<file path="config.mk">
export PLATFORM = sky130hd
export DESIGN_NAME = smbus_fanout_seq
export DESIGN_NICKNAME = d
export VERILOG_FILES = /design/src/rtl/fanout_pkg.sv /design/src/rtl/fanout_buf.sv /design/src/rtl/fanout_timer.sv /design/src/rtl/fanout_seq.sv /design/src/rtl/smbus_fanout_seq.sv
export SDC_FILE = /design/constraint.sdc
export NUM_CORES = 2
export LEC_CHECK = 0
export BUFFER_PORTS_ARGS = -buffer_cell sky130_fd_sc_hd__buf_2
export CAP_MARGIN = 20
export CORE_MARGIN = 1
export CORE_UTILIZATION = 41
export DETAILED_ROUTE_END_ITERATION = 6
export PLACE_DENSITY_LB_ADDON = 0.08
export SYNTH_ARGS = -nofsm -noshare
export SYNTH_HDL_FRONTEND = slang
export SYNTH_SLANG_ARGS = --single-unit
</file>
<file path="constraint.sdc">
create_clock -name clk -period 3.8 [get_ports clk]
set_input_delay 0.19 -clock clk [delete_from_list [all_inputs] [get_ports clk]]
set_output_delay 0.19 -clock clk [all_outputs]
set_load 0.02 [all_outputs]
</file>
<file path="src/rtl/fanout_pkg.sv">
`timescale 1ns/1ps
package fanout_pkg;
  typedef enum logic [1:0] {
    ST_NONE = 2'b00, ST_OK = 2'b01, ST_NACK = 2'b10, ST_TMO = 2'b11
  } tgt_status_e;

  typedef enum logic [1:0] {
    OP_NOP = 2'd0, OP_START = 2'd1, OP_WRITE = 2'd2, OP_STOP = 2'd3
  } eng_op_e;

  // Shared budget: at least one address and combined count within limit
  function automatic logic budget_ok(logic [15:0] n_addr, logic [15:0] n_data,
                                     logic [15:0] limit);
    return (n_addr != 16'd0) &&
           (({1'b0, n_addr} + {1'b0, n_data}) <= {1'b0, limit});
  endfunction

  // Address phase byte: 7-bit address followed by the write bit (0)
  function automatic logic [7:0] addr_byte(logic [6:0] a);
    return {a, 1'b0};
  endfunction
endpackage

</file>
<file path="src/rtl/fanout_buf.sv">
`timescale 1ns/1ps
module fanout_buf #(
  parameter int W     = 8,
  parameter int DEPTH = 16,
  localparam int IW   = (DEPTH > 1) ? $clog2(DEPTH) : 1,
  localparam int CW   = $clog2(DEPTH + 1)
) (
  input  logic          clk,
  input  logic          rst_n,
  input  logic          clr,
  input  logic          wr_en,
  input  logic [W-1:0]  wr_data,
  input  logic [IW-1:0] rd_idx,
  output logic [W-1:0]  rd_data,
  output logic [CW-1:0] count,
  output logic          ovf
);
  logic [W-1:0] mem [DEPTH];
  logic full;
  assign full = (count == CW'(DEPTH));

  always_ff @(posedge clk or negedge rst_n) begin
    if (!rst_n) begin
      count <= '0;
      ovf   <= 1'b0;
    end else if (clr) begin
      count <= '0;
      ovf   <= 1'b0;
    end else if (wr_en) begin
      if (full) ovf <= 1'b1;
      else      count <= count + CW'(1);
    end
  end

  always_ff @(posedge clk) begin
    if (wr_en && !clr && !full) mem[count[IW-1:0]] <= wr_data;
  end

  assign rd_data = mem[rd_idx];

  p_fill_bound_r1: assert property (@(posedge clk) disable iff (!rst_n)
    count <= CW'(DEPTH));
  p_overrun_flag_r2: assert property (@(posedge clk) disable iff (!rst_n)
    (wr_en && !clr && count == CW'(DEPTH)) |=> ovf);
endmodule

</file>
<file path="src/rtl/fanout_timer.sv">
`timescale 1ns/1ps
module fanout_timer #(
  parameter int TW = 16
) (
  input  logic          clk,
  input  logic          rst_n,
  input  logic          arm,
  input  logic          halt,
  input  logic [TW-1:0] limit,
  output logic          running,
  output logic          expired
);
  logic [TW-1:0] cnt;

  always_ff @(posedge clk or negedge rst_n) begin
    if (!rst_n)             cnt <= '0;
    else if (arm)           cnt <= limit;
    else if (halt)          cnt <= '0;
    else if (cnt != '0)     cnt <= cnt - TW'(1);
  end

  assign running = (cnt != '0);
  assign expired = (cnt == TW'(1)) && !halt && !arm;

  p_zero_disables_r8: assert property (@(posedge clk) disable iff (!rst_n)
    (arm && limit == '0) |=> !running);
  p_arm_starts_r7: assert property (@(posedge clk) disable iff (!rst_n)
    (arm && limit != '0) |=> running);
endmodule

</file>
<file path="src/rtl/fanout_seq.sv">
`timescale 1ns/1ps
module fanout_seq import fanout_pkg::*; #(
  parameter int ADDR_DEPTH = 32,
  parameter int DATA_DEPTH = 255,
  parameter int BUDGET     = 255,
  localparam int AIW = (ADDR_DEPTH > 1) ? $clog2(ADDR_DEPTH) : 1,
  localparam int ACW = $clog2(ADDR_DEPTH + 1),
  localparam int DIW = (DATA_DEPTH > 1) ? $clog2(DATA_DEPTH) : 1,
  localparam int DCW = $clog2(DATA_DEPTH + 1)
) (
  input  logic                    clk,
  input  logic                    rst_n,
  input  logic                    go,
  input  logic [ACW-1:0]          a_cnt,
  input  logic                    a_ovf,
  input  logic [6:0]              a_byte,
  output logic [AIW-1:0]          a_idx,
  input  logic [DCW-1:0]          d_cnt,
  input  logic                    d_ovf,
  input  logic [7:0]              d_byte,
  output logic [DIW-1:0]          d_idx,
  output logic                    buf_clr,
  output logic                    tmr_arm,
  output logic                    tmr_halt,
  input  logic                    expired,
  output logic                    eng_req,
  output logic [1:0]              eng_op,
  output logic [7:0]              eng_wdata,
  input  logic                    eng_rsp,
  input  logic                    eng_nack,
  output logic                    busy,
  output logic                    done,
  output logic                    err_reject,
  output logic [2*ADDR_DEPTH-1:0] status_vec
);
  typedef enum logic [2:0] {S_IDLE, S_START, S_ADDR, S_DATA, S_STOP, S_NEXT, S_FIN} state_e;
  state_e state;
  logic pend;
  logic [AIW-1:0] ti;
  logic [DIW-1:0] di;
  tgt_status_e status [ADDR_DEPTH];

  logic accept, reject, in_op, last_tgt, last_byte;
  assign accept = (state == S_IDLE) && go && !a_ovf && !d_ovf &&
                  budget_ok(16'(a_cnt), 16'(d_cnt), 16'(BUDGET));
  assign reject = (state == S_IDLE) && go && !accept;
  assign in_op  = (state == S_START) || (state == S_ADDR) ||
                  (state == S_DATA)  || (state == S_STOP);
  assign last_tgt  = (ti == AIW'(a_cnt - ACW'(1)));
  assign last_byte = (di == DIW'(d_cnt - DCW'(1)));

  always_ff @(posedge clk or negedge rst_n) begin
    if (!rst_n) begin
      state <= S_IDLE; pend <= 1'b0; ti <= '0; di <= '0; err_reject <= 1'b0;
      for (int i = 0; i < ADDR_DEPTH; i++) status[i] <= ST_NONE;
    end else begin
      err_reject <= reject;
      if (state == S_IDLE) begin
        if (accept) begin
          for (int i = 0; i < ADDR_DEPTH; i++) status[i] <= ST_NONE;
          ti <= '0; state <= S_START;
        end
      end else if (in_op) begin
        if (expired) begin
          status[ti] <= ST_TMO; pend <= 1'b0; state <= S_NEXT;
        end else if (!pend) begin
          pend <= 1'b1;
        end else if (eng_rsp) begin
          pend <= 1'b0;
          case (state)
            S_START: state <= S_ADDR;
            S_ADDR: begin
              di <= '0;
              if (eng_nack) begin status[ti] <= ST_NACK; state <= S_STOP; end
              else if (d_cnt == '0) state <= S_STOP;
              else state <= S_DATA;
            end
            S_DATA: begin
              if (eng_nack) begin status[ti] <= ST_NACK; state <= S_STOP; end
              else if (last_byte) state <= S_STOP;
              else di <= di + DIW'(1);
            end
            default: begin
              if (status[ti] == ST_NONE) status[ti] <= ST_OK;
              state <= S_NEXT;
            end
          endcase
        end
      end else if (state == S_NEXT) begin
        if (last_tgt) state <= S_FIN;
        else begin ti <= ti + AIW'(1); state <= S_START; end
      end else begin
        state <= S_IDLE;
      end
    end
  end

  assign busy     = (state != S_IDLE);
  assign done     = (state == S_FIN);
  assign buf_clr  = reject || (state == S_FIN);
  assign tmr_arm  = accept || ((state == S_NEXT) && !last_tgt);
  assign tmr_halt = (state == S_NEXT);
  assign a_idx    = ti;
  assign d_idx    = di;
  assign eng_req  = in_op && !pend && !expired;

  always_comb begin
    eng_op    = OP_NOP;
    eng_wdata = 8'h00;
    case (state)
      S_START: eng_op = OP_START;
      S_ADDR:  begin eng_op = OP_WRITE; eng_wdata = addr_byte(a_byte); end
      S_DATA:  begin eng_op = OP_WRITE; eng_wdata = d_byte; end
      S_STOP:  eng_op = OP_STOP;
      default: ;
    endcase
  end

  for (genvar g = 0; g < ADDR_DEPTH; g++) begin : g_stat
    assign status_vec[2*g +: 2] = status[g];
  end

  p_single_req_r5: assert property (@(posedge clk) disable iff (!rst_n)
    eng_req |=> !eng_req);
  p_reject_quiet_r2: assert property (@(posedge clk) disable iff (!rst_n)
    reject |=> (err_reject && !busy && !eng_req));
  p_timeout_skips_r7: assert property (@(posedge clk) disable iff (!rst_n)
    (expired && in_op) |=> (state == S_NEXT && !eng_req));
  p_busy_go_ignored_r11: assert property (@(posedge clk) disable iff (!rst_n)
    (busy && go) |=> !err_reject);
endmodule

</file>
<file path="src/rtl/smbus_fanout_seq.sv">
`timescale 1ns/1ps
module smbus_fanout_seq #(
  parameter int ADDR_DEPTH = 32,
  parameter int DATA_DEPTH = 255,
  parameter int BUDGET     = 255,
  parameter int TMO_W      = 16
) (
  input  logic                    clk,
  input  logic                    rst_n,
  input  logic                    addr_wr,
  input  logic [6:0]              addr_in,
  input  logic                    data_wr,
  input  logic [7:0]              data_in,
  input  logic                    go,
  input  logic [TMO_W-1:0]        tmo_cycles,
  output logic                    eng_req,
  output logic [1:0]              eng_op,
  output logic [7:0]              eng_wdata,
  input  logic                    eng_rsp,
  input  logic                    eng_nack,
  output logic                    busy,
  output logic                    done,
  output logic                    err_reject,
  output logic [2*ADDR_DEPTH-1:0] status_vec
);
  localparam int AIW = (ADDR_DEPTH > 1) ? $clog2(ADDR_DEPTH) : 1;
  localparam int ACW = $clog2(ADDR_DEPTH + 1);
  localparam int DIW = (DATA_DEPTH > 1) ? $clog2(DATA_DEPTH) : 1;
  localparam int DCW = $clog2(DATA_DEPTH + 1);

  logic [ACW-1:0] a_cnt;
  logic [DCW-1:0] d_cnt;
  logic [AIW-1:0] a_idx;
  logic [DIW-1:0] d_idx;
  logic [6:0] a_byte;
  logic [7:0] d_byte;
  logic a_ovf, d_ovf, buf_clr, tmr_arm, tmr_halt, tmr_run, tmr_exp;

  fanout_buf #(.W(7), .DEPTH(ADDR_DEPTH)) u_abuf (
    .clk, .rst_n, .clr(buf_clr), .wr_en(addr_wr && !busy), .wr_data(addr_in),
    .rd_idx(a_idx), .rd_data(a_byte), .count(a_cnt), .ovf(a_ovf));

  fanout_buf #(.W(8), .DEPTH(DATA_DEPTH)) u_dbuf (
    .clk, .rst_n, .clr(buf_clr), .wr_en(data_wr && !busy), .wr_data(data_in),
    .rd_idx(d_idx), .rd_data(d_byte), .count(d_cnt), .ovf(d_ovf));

  fanout_timer #(.TW(TMO_W)) u_tmr (
    .clk, .rst_n, .arm(tmr_arm), .halt(tmr_halt), .limit(tmo_cycles),
    .running(tmr_run), .expired(tmr_exp));

  fanout_seq #(.ADDR_DEPTH(ADDR_DEPTH), .DATA_DEPTH(DATA_DEPTH), .BUDGET(BUDGET)) u_seq (
    .clk, .rst_n, .go, .a_cnt, .a_ovf, .a_byte, .a_idx, .d_cnt, .d_ovf, .d_byte, .d_idx,
    .buf_clr, .tmr_arm, .tmr_halt, .expired(tmr_exp), .eng_req, .eng_op, .eng_wdata,
    .eng_rsp, .eng_nack, .busy, .done, .err_reject, .status_vec);

  p_timer_idle_r10: assert property (@(posedge clk) disable iff (!rst_n)
    done |=> !tmr_run);
endmodule

</file>
==> metrics.log <==
INFO  metric run_status = finished, violations left
INFO  metric violations = negative setup slack
INFO  metric worstHoldPathType = input port to register
INFO  metric netlist_instances = between 4k and 5k
INFO  metric fin_area = 114,000 sq um
INFO  metric setup_viol = 8
INFO  metric critical_path.endpoint_type = output port
INFO  metric ant_nets = 0
INFO  metric worstMarginPinSlew = ~1.2 ns
INFO  metric hold_depth = 4
INFO  metric synth_nets = ~4.8k
INFO  metric grt_pass1_vias = just over 50k
INFO  metric routability_cong = 0.843
INFO  metric route.top_layer_used = met4
INFO  metric static-leakage-power = 37.4 nW
INFO  metric post_synth_instance_area = 94,200 sq um
INFO  metric final_layout_size_suffix_gt1_share = 32.9%
INFO  metric max-vdd-ir-drop = 0.000420 V
INFO  metric dp.final_hpwl = about 170,000 um
INFO  metric wl_met1 = approximately 120,000 um
INFO  metric worst_ep_required_time = 3.61 ns
INFO  metric area_growth_syn_to_layout = 21.2%
INFO  metric max-clock-path-buffers = 4
INFO  metric core-area = 228,000 sq um
INFO  metric clk_transition_reported_paths = about 0.060 ns
INFO  metric clock_network_latency_to_the_later_pin_of_the_worst_skew_pair = ~0.93 ns
INFO  metric cts-buffers-inserted = between 200 and 300
INFO  metric global_route.overflow_total = 0
INFO  metric max_cap_violations = 0
INFO  metric preCtsSetupSlack = -0.356 ns
INFO  metric share_of_the_core_filled_with_cells_in_the_final_layout = between 50% and 60%
INFO  metric finish.net_count = 5,754
INFO  metric die_area = 232,000 sq um
INFO  metric setup_slack = -0.538 ns
INFO  metric crit_fanout = 12
INFO  metric cts_num_sinks = 2,378
INFO  metric power_per_cell_area = 588 nW/um^2
INFO  metric reg2reg_from = u_seq.state[2]
INFO  metric rsz0062_at_grt = yes
INFO  metric timing.setup.critical_path_class = register to output port
INFO  metric layout_worst_path_cycle_share = 114%
INFO  metric worst_setup_path_start_kind = register
INFO  metric timing.slew.headroom = 22.8%
INFO  metric routed-via-count = 50.8k
INFO  metric root_buffer_master = sky130_fd_sc_hd__clkbuf_16
INFO  metric dieHeight = 481 um
INFO  metric postSynthRegisterBits = around 2.4k
INFO  metric finalHoldWorstSlack = 0.0894 ns
INFO  metric r2r_cells = 10
INFO  metric synth_flop_cell = sky130_fd_sc_hd__edfxtp_1
INFO  metric report.final.hold_viol_count = 0
INFO  metric placement.io_buffers = 115
INFO  metric route.final.wire_length = 277,000 um
INFO  metric timing.final.max_slew_violations = 0
INFO  metric wl_per_cell = 31.1 um
INFO  metric reg2reg_to = u_dbuf.mem[207][0]
INFO  metric die_x = between 400 and 500 um
INFO  metric totalNegativeSetupSlack = -3.96 ns
INFO  metric finClkSkew = 0.0584 ns
INFO  metric average_cell_area_after_synthesis = 19.7 sq um
INFO  metric fp-row-count = 175
INFO  metric hold_end = u_tmr.cnt[10]
INFO  metric hp-start = tmo_cycles[10]
INFO  metric cp.arrival = 4.15 ns
INFO  metric largest_net_degree_at_the_start_of_global_routing = 119
INFO  metric tritoncts = built
INFO  metric synth.yosys.seq_area_share = 75.2%
INFO  metric drt_pass1_iterations = 5
INFO  metric ios = 116
INFO  metric period_minus_slack = 4.34 ns
INFO  metric dpl-instance-area = 103,000 sq um
INFO  metric layout.filler_cells = around 19k
INFO  metric met3RoutedLength = 15,700 um
INFO  metric number_of_antenna_violations_at_the_first_check_in_global_routing = 9
INFO  metric number_of_enable_flip_flop_cells_after_synthesis = 2,264
INFO  metric met2RoutedLength = 130,000 um
INFO  metric gr-usage-all-layers = 24.0%
INFO  metric r2r_setup_slack = 0.16 ns
INFO  metric global_route_wire_length_before_repair = about 400,000 um
INFO  metric initial_utilization = 41.3%
INFO  metric first_iteration_detailed_routing_drc_count = 4,661
INFO  metric synth_async_sr_flop_share = 4.79%
INFO  metric synth_warnings = 0
INFO  metric htree_levels = 5
INFO  metric max_freq = 231 MHz
INFO  metric detail_route.drc_violations = 0
INFO  metric synth.distinct_cells = 78
INFO  metric via_per_inst = 5.70
## layout make-up
| cell class | instances | area (sq um) | area share [%] |
|---|---|---|---|
| clock buffers | 366 | 7680 | 6.73 |
| well taps | 3009 | 3760 | 3.30 |
| clock inverters | 119 | 862 | 0.755 |
| flip-flops and latches | 2378 | 70900 | 62.1 |
| inverters | 25 | 108 | 0.0942 |
| diodes | 4 | 10.0 | 0.00877 |
| multi-input cells | 2098 | 22700 | 19.9 |
| repair buffers | 910 | 8180 | 7.16 |
## stage by stage
step,power (mW),cells
after floorplan,36.3,4788
after global placement,41.3,8314
after detailed placement,41.4,8316
after CTS,67.5,8889
after global routing,69.2,8907
final,67.1,8909
## what timing repair did
| action | CTS | global route |
|---|---|---|
| endpoints found under the setup margin | 19 | 194 |
| pin swaps | 35 | 29 |
| hold buffers | 40 | 0 |
| hold endpoints to repair | 1099 | 0 |
| setup buffers | 42 | 14 |
| gates resized for setup | 141 | 50 |
| gates cloned | 10 | 3 |
## sequential cells by signal, indices dropped and copies added, names as in the netlist
| register | count |
|---|---|
| u_seq.a_idx | 5 |
| u_dbuf.count | 8 |
| u_dbuf.ovf | 1 |
| u_abuf.ovf | 1 |
| u_abuf.mem | 224 |
| u_seq.d_idx | 8 |
| u_abuf.count | 6 |
| u_dbuf.mem | 2040 |
| u_seq.err_reject | 1 |
| u_seq.status_vec | 64 |
| u_tmr.cnt | 16 |
| u_seq.state | 3 |
| u_seq.pend | 1 |
## cell usage after synthesis, types with 9 or more instances
master / number / share of area [%]
sky130_fd_sc_hd__a2111oi_0: 9 / 0.084
sky130_fd_sc_hd__a211oi_1: 26 / 0.21
sky130_fd_sc_hd__a21oi_1: 93 / 0.49
sky130_fd_sc_hd__a221oi_1: 29 / 0.27
sky130_fd_sc_hd__a22oi_1: 41 / 0.33
sky130_fd_sc_hd__a31o_2: 9 / 0.084
sky130_fd_sc_hd__a31oi_1: 13 / 0.086
sky130_fd_sc_hd__a32o_1: 10 / 0.11
sky130_fd_sc_hd__and2_1: 12 / 0.080
sky130_fd_sc_hd__buf_1: 42 / 0.17
sky130_fd_sc_hd__buf_2: 53 / 0.28
sky130_fd_sc_hd__buf_4: 22 / 0.18
sky130_fd_sc_hd__clkbuf_1: 169 / 0.67
sky130_fd_sc_hd__dfrtp_1: 114 / 3.0
sky130_fd_sc_hd__edfxtp_1: 2264 / 72
sky130_fd_sc_hd__ha_1: 20 / 0.27
sky130_fd_sc_hd__inv_1: 19 / 0.076
sky130_fd_sc_hd__mux2i_1: 191 / 2.0
sky130_fd_sc_hd__mux4_2: 567 / 14
sky130_fd_sc_hd__nand2_1: 186 / 0.74
sky130_fd_sc_hd__nand2b_1: 12 / 0.080
sky130_fd_sc_hd__nand3_1: 24 / 0.13
sky130_fd_sc_hd__nand4_1: 17 / 0.11
sky130_fd_sc_hd__nor2_1: 410 / 1.6
sky130_fd_sc_hd__nor2b_1: 27 / 0.18
sky130_fd_sc_hd__nor3_1: 39 / 0.21
sky130_fd_sc_hd__nor4_1: 10 / 0.066
sky130_fd_sc_hd__o211ai_1: 12 / 0.096
sky130_fd_sc_hd__o21a_1: 9 / 0.072
sky130_fd_sc_hd__o21ai_0: 134 / 0.71
sky130_fd_sc_hd__o221ai_1: 13 / 0.12
sky130_fd_sc_hd__o22ai_1: 30 / 0.20
sky130_fd_sc_hd__o2bb2ai_1: 12 / 0.11
sky130_fd_sc_hd__xnor2_1: 24 / 0.22
sky130_fd_sc_hd__xor2_1: 16 / 0.15
## logic make-up (layout without fill, tap and decap cells)
group | Yosys count | after routing | share of synthesized area (%)
AOI/OAI and AO/OA | 496 | 496 | 3.49
xor gates and xnor gates | 40 | 40 | 0.372
adders and majority gates | 21 | 21 | 0.287
buffers and inverters | 312 | 1420 | 1.40
DFF | 2378 | 2378 | 75.2
muxes | 764 | 764 | 15.7
other | 0 | 4 | 0
and+or+nand+nor | 777 | 777 | 3.57
## layer usage
metal	global-route usage (%)	up-vias
li1	-	21500
met1	34.9	27300
met2	37.3	1647
met3	3.78	404
met4	7.04	0
met5	0	-
## how the worst max path moves through the flow
stage | startpoint | to | slack, ns | depth (start not counted)
after floorplan | u_seq.d_idx[0] | eng_wdata[6] | 0.16 | 12
after global placement | u_seq.d_idx[1] | eng_wdata[4] | -0.89 | 12
after detailed placement | u_seq.d_idx[0] | eng_wdata[4] | -0.36 | 11
after CTS | u_seq.d_idx[0] | eng_wdata[3] | -0.63 | 12
after global routing | u_seq.d_idx[0] | eng_wdata[2] | -0.60 | 12
final | u_seq.d_idx[0] | eng_wdata[2] | -0.54 | 13
## report_power, final
group	switching, mW	leakage, nW	internal (mW)
registers	0.350	21.9	29.1
clock network	10.3	4.17	15.0
logic	7.22	11.3	5.14
total	17.9	37.4	49.2
## placed cells by master (no fill, tap or decap), types with 87 or more instances in the layout
cell type,count
sky130_fd_sc_hd__a21oi_1,87
sky130_fd_sc_hd__buf_2,98
sky130_fd_sc_hd__buf_4,657
sky130_fd_sc_hd__clkbuf_16,298
sky130_fd_sc_hd__dfrtp_1,106
sky130_fd_sc_hd__edfxtp_1,2264
sky130_fd_sc_hd__mux2i_1,183
sky130_fd_sc_hd__mux4_2,567
sky130_fd_sc_hd__nand2_1,166
sky130_fd_sc_hd__nor2_1,401
sky130_fd_sc_hd__o21ai_0,125
## critical path: stages, from the launching register on
cell and delay [ns]:
sky130_fd_sc_hd__dfrtp_4 0.44, sky130_fd_sc_hd__buf_12 0.17, sky130_fd_sc_hd__buf_16 0.18, sky130_fd_sc_hd__buf_16 0.16, sky130_fd_sc_hd__buf_12 0.12, sky130_fd_sc_hd__mux4_2 0.53
sky130_fd_sc_hd__mux4_2 0.63, sky130_fd_sc_hd__nand2_1 0.10, sky130_fd_sc_hd__o31ai_1 0.07, sky130_fd_sc_hd__o22ai_1 0.19, sky130_fd_sc_hd__buf_4 0.20, sky130_fd_sc_hd__a2111oi_4 0.08
sky130_fd_sc_hd__buf_4 0.19, sky130_fd_sc_hd__buf_6 0.13
No activity file was read; power rests on OpenSTA's default activity.
